--- src/rtl/gpio_port_pkg.sv ---
package gpio_port_pkg;
  localparam int unsigned ADDR_W = 8;

  localparam logic [ADDR_W-1:0] OFS_IN  = 8'h10;
  localparam logic [ADDR_W-1:0] OFS_OUT = 8'h14;
  localparam logic [ADDR_W-1:0] OFS_SET = 8'h18;
  localparam logic [ADDR_W-1:0] OFS_CLR = 8'h1C;
  localparam logic [ADDR_W-1:0] OFS_TGL = 8'h20;

  typedef enum logic [2:0] {
    SEL_NONE,
    SEL_IN,
    SEL_OUT,
    SEL_SET,
    SEL_CLR,
    SEL_TGL
  } reg_sel_e;

  function automatic reg_sel_e decode_addr(input logic [ADDR_W-1:0] a);
    case (a)
      OFS_IN:  return SEL_IN;
      OFS_OUT: return SEL_OUT;
      OFS_SET: return SEL_SET;
      OFS_CLR: return SEL_CLR;
      OFS_TGL: return SEL_TGL;
      default: return SEL_NONE;
    endcase
  endfunction
endpackage

--- src/rtl/gpio_in_sync.sv ---
module gpio_in_sync #(
  parameter int unsigned PORT_W = 8
) (
  input  logic              clk,
  input  logic              rst,
  input  logic [PORT_W-1:0] pin_in,
  input  logic [PORT_W-1:0] in_en,
  output logic [PORT_W-1:0] in_q
);
  logic [PORT_W-1:0] meta_q;

  // first stage catches the asynchronous level, second stage is the
  // architectural input register and applies the buffer enable
  always_ff @(posedge clk) begin
    if (rst) begin
      meta_q <= '0;
      in_q   <= '0;
    end else begin
      meta_q <= pin_in;
      in_q   <= meta_q & in_en;
    end
  end
endmodule

--- src/rtl/gpio_out_reg.sv ---
module gpio_out_reg #(
  parameter int unsigned PORT_W = 8
) (
  input  logic                    clk,
  input  logic                    rst,
  input  logic                    wr_en,
  input  gpio_port_pkg::reg_sel_e sel,
  input  logic [PORT_W-1:0]       wbits,
  output logic [PORT_W-1:0]       out_q
);
  import gpio_port_pkg::*;

  logic [PORT_W-1:0] out_d;

  always_comb begin
    out_d = out_q;
    if (wr_en) begin
      unique case (sel)
        SEL_OUT: out_d = wbits;
        SEL_SET: out_d = out_q | wbits;
        SEL_CLR: out_d = out_q & ~wbits;
        SEL_TGL: out_d = out_q ^ wbits;
        default: out_d = out_q;
      endcase
    end
  end

  always_ff @(posedge clk) begin
    if (rst) out_q <= '0;
    else     out_q <= out_d;
  end
endmodule

--- src/rtl/gpio_rd_path.sv ---
module gpio_rd_path #(
  parameter int unsigned PORT_W = 8,
  parameter int unsigned DATA_W = 16
) (
  input  logic                    clk,
  input  logic                    rst,
  input  logic                    rd_en,
  input  gpio_port_pkg::reg_sel_e sel,
  input  logic [PORT_W-1:0]       in_q,
  input  logic [PORT_W-1:0]       out_q,
  output logic [DATA_W-1:0]       rdata
);
  import gpio_port_pkg::*;

  localparam int unsigned PAD_W = DATA_W - PORT_W;

  logic [PORT_W-1:0] port_val;

  always_comb begin
    unique case (sel)
      SEL_IN:  port_val = in_q;
      SEL_OUT: port_val = out_q;
      default: port_val = '0;
    endcase
  end

  always_ff @(posedge clk) begin
    if (rst)        rdata <= '0;
    else if (rd_en) rdata <= {{PAD_W{1'b0}}, port_val};
  end
endmodule

--- src/rtl/gpio_port_regs.sv ---
module gpio_port_regs #(
  parameter int unsigned PORT_W = 8,
  parameter int unsigned DATA_W = 16
) (
  input  logic                             clk,
  input  logic                             rst,
  input  logic                             wr_en,
  input  logic                             rd_en,
  input  logic [gpio_port_pkg::ADDR_W-1:0] addr,
  input  logic [DATA_W-1:0]                wdata,
  output logic [DATA_W-1:0]                rdata,
  input  logic [PORT_W-1:0]                pin_in,
  input  logic [PORT_W-1:0]                in_en,
  output logic [PORT_W-1:0]                pin_out
);
  import gpio_port_pkg::*;

  reg_sel_e          sel;
  logic [PORT_W-1:0] in_q;
  logic [PORT_W-1:0] out_q;

  assign sel     = decode_addr(addr);
  assign pin_out = out_q;

  gpio_in_sync #(.PORT_W(PORT_W)) u_in (
    .clk    (clk),
    .rst    (rst),
    .pin_in (pin_in),
    .in_en  (in_en),
    .in_q   (in_q)
  );

  gpio_out_reg #(.PORT_W(PORT_W)) u_out (
    .clk   (clk),
    .rst   (rst),
    .wr_en (wr_en),
    .sel   (sel),
    .wbits (wdata[PORT_W-1:0]),
    .out_q (out_q)
  );

  gpio_rd_path #(.PORT_W(PORT_W), .DATA_W(DATA_W)) u_rd (
    .clk   (clk),
    .rst   (rst),
    .rd_en (rd_en),
    .sel   (sel),
    .in_q  (in_q),
    .out_q (out_q),
    .rdata (rdata)
  );
endmodule

--- config.mk ---
export PLATFORM = sky130hd
export DESIGN_NAME = gpio_port_regs
export DESIGN_NICKNAME = d
export VERILOG_FILES = /design/src/rtl/gpio_port_pkg.sv /design/src/rtl/gpio_in_sync.sv /design/src/rtl/gpio_out_reg.sv /design/src/rtl/gpio_rd_path.sv /design/src/rtl/gpio_port_regs.sv
export SDC_FILE = /design/constraint.sdc
export NUM_CORES = 1
export LEC_CHECK = 0
export BUFFER_PORTS_ARGS = -buffer_cell sky130_fd_sc_hd__buf_2
export CAP_MARGIN = 5
export CORE_ASPECT_RATIO = 2
export CORE_UTILIZATION = 52
export DETAILED_ROUTE_END_ITERATION = 12
export PLACE_DENSITY = 0.84
export SYNTH_ARGS = -nofsm -noshare
export SYNTH_HDL_FRONTEND = slang
export SYNTH_SLANG_ARGS = --single-unit
--- constraint.sdc ---
create_clock -name clk -period 2.6 [get_ports clk]
set_input_delay 0.26 -clock clk [delete_from_list [all_inputs] [get_ports clk]]
set_output_delay 0.26 -clock clk [all_outputs]
set_load 0.005 [all_outputs]
==> impl_results.md <==
* Post-synthesis sequential area ratio at 36.3%
* Initial drt markers at 32
* Critical-path maximum fanout at 10
* Fraction of registers with async set/reset at 0%
* TritonCTS clock tree: yes
* RSZ-0062 raised after global routing: no
* Ratio of final minimum period to clock period at 60.7%
* Period minus WS final at 1.58 ns
* Number of global-route vias before repair at 1,356
* Hold Path Class: in -> reg
* Fraction of layout cells with a size suffix above 1 at 33.5%
* Clock skew at 0.00782 ns
* Number of synthesized register bits at 32
* First-pass GRT wire length at 5.78 mm
* Setup TNS at 0 ns
* Post-synth top cells: dfxtp_1 (32), inv_1 (17), nor2_1 (17), ha_1 (16), nand2_1 (9)
* Die W at 43.2 um
* Max VDD drop at 0.413 mV
* Total GRT Usage at 20.3%
* Die Y at 84.4 um
* Slew Limit Fails at 0
* Most common cell in the netlist: dfxtp_1
* Initial Util at 55.3%
* WHS Path Cells at 2
* Total of max-cap violations at 0
* Nets at 295
* Final Hold Vio Count at 0
* Core Area at 3190 um^2
* Startpoint Class: input pin
* Antenna Nets Post-Route at 0
* Port buffer count at 51
* Worst-path clk slew at 0.06 ns
* Run status: complete, no violations
* Max_slew headroom at 47.5%
* Post-synth top area share at 36.3%
* Ant. Diodes at 0
* Post-Synthesis Cell Area at 1770 um^2
* Routed vias/inst at 5.28
* Detail Placement HPWL at 2.59 mm
* Worst Tran Pin Value at 0.783 ns
* Reg2reg path depth at 5
* Detailed-route via count at 1,410
* Clock root cell: clkbuf_8
* Cell taking the most area after synthesis: dfxtp_1
* Ports at 68
* Clock latency on the worst-skew pair at 0.28 ns
* Row count at 29
* Total routed wirelength at 3.49 mm
* WP data arrival at 1.80 ns
* Fmax at 634 MHz
* Setup bufs post-CTS at 0
* H-tree Lvls at 2
* Synth unique cells at 31
* DR pass1 iterations at 4
* Reg2Reg Setup Slack at 1.14 ns
* P_leak at 1.01 nW
* Tot Pwr at 0.987 mW
* Yosys warns at 0
* CTS buffer count at 5
* Post-CTS Hold Buffers at 0
* Post-cts sizing count at 0
* Largest net degree at the start of global routing at 28
* Die Area at 3650 um^2
* Post-Syn Instances at 184
* Most used DFF post-synth: dfxtp_1
* Crit. End Element: flip-flop
* Mean Syn Cell Area at 9.59 um^2
* Max Root-Sink Buffers at 2
* Final setup violation count at 0
* P&R area growth vs syn at 16.7%
* Placer Congestion at 0.813
* # clock sinks at 32
* Initial antenna violation count at 0
* End of the worst hold path: u_in.meta_q[5]
* Power per cell area at 479 nW/um^2
* Top cells by area, synth: dfxtp_1 (36%), ha_1 (11%), mux2_2 (5.1%), a221o_1 (4.5%), inv_1 (3.6%)
* Reg-to-Reg Start: u_out.out_q[2]
* Worst reg2reg path endpoint: u_out.out_q[2]
* GR Overflow Total at 0
* EDFF count, synth at 0
* WL per Instance at 13.1 um
* Setup Crit Path Kind: in -> reg
* CP required at 2.82 ns
* Worst hold start: pin_in[5]
* DRC Markers at 0
-- worst max-delay path by stage --
| stage | slack [ns] | startpoint | cells after the start | end |
|---|---|---|---|---|
| global placement | 0.74 | addr[1] | 5 | u_out.out_q[0] |
| detailed placement | 0.74 | addr[1] | 5 | u_rd.rdata[0] |
| CTS | 1.03 | addr[1] | 5 | u_rd.rdata[0] |
| floorplan | 1.04 | addr[1] | 5 | u_out.out_q[0] |
| finish | 1.02 | addr[1] | 5 | u_out.out_q[1] |
| global route | 0.92 | addr[2] | 5 | u_out.out_q[1] |
-- cell usage in the layout, fill, tap and decap left out --
cell type,Yosys,layout
a22oi_1,8,8
nor4_1,1,1
clkbuf_1,1,2
o21bai_1,1,1
nor4b_4,2,2
nor2_1,17,17
a31oi_1,2,2
a21oi_1,8,8
buf_4,8,1
nand2_1,9,9
nor3_2,1,1
mux2_2,8,8
o21a_2,1,1
buf_2,2,51
and2b_2,7,7
or4bb_1,1,1
and4b_1,1,1
a221o_1,8,8
conb_1,1,8
dfxtp_1,32,32
and2b_1,1,1
or4_4,1,1
nor2b_1,8,8
nand2b_1,1,1
inv_1,17,17
nor4b_2,1,1
ha_1,16,16
and2_1,8,8
clkbuf_8,2,6
o22ai_1,8,8
-- power by group --
part	switching [mW]	internal, mW
clock	0.174	0.216
sequential	0.00279	0.501
combinational	0.0497	0.0444
-- cell families (layout without fill, tap and decap cells) --
logic type	after synthesis	count (layout)	synth area share (%)
other	1	8	0.212
buffers and inverters	32	77	10.6
flip-flops	32	32	36.3
AND/OR/NAND/NOR	59	59	21.8
AO/OA/AOI/OAI	36	36	14.7
adder cells (fa/ha/maj)	16	16	11.3
multiplexers	8	8	5.10
-- final cells by class --
cell class | count | area [um^2]
fillers | 289 | 1130
multi-input cells | 127 | 963
flip-flops and latches | 32 | 641
repair buffers | 52 | 263
clock buffers | 8 | 90.1
inverters | 17 | 63.8
well taps | 31 | 38.8
-- critical path, stage by stage --
cell     delay, ns
buf_2         0.10
or4_4         0.64
nor4b_4       0.50
and2_1        0.20
a221o_1       0.10
-- per-stage QoR --
| stage | cell area, um^2 | utilization [%] | cells | setup slack (ns) | hold WS, ns |
|---|---|---|---|---|---|
| finish | 2060 | 64.5 | 267 | 1.02 | 0.192 |
| global route | 2060 | 64.5 | 267 | 0.918 | 0.188 |
| CTS | 2060 | 64.5 | 267 | 1.03 | 0.186 |
| detailed placement | 1970 | 61.7 | 259 | 0.740 | 0.407 |
| global placement | 1970 | 61.7 | 259 | 0.738 | 0.406 |
| floorplan | 1790 | - | 191 | 1.04 | 0.374 |
-- flip-flops by register name, summed over array words and instances (netlist names) --
register / count
u_out.out_q: 8
u_in.in_q: 8
u_rd.rdata: 8
u_in.meta_q: 8
-- metal layers --
metal	track usage [%]	share of wire (%)	vias to the layer above
li1	-	-	716
met1	20.5	38	632
met2	36.6	55	55
met3	4.52	4.5	7
met4	10.5	2.1	0
met5	0	0	-
Note: power is estimated with default switching activity, not from simulation.
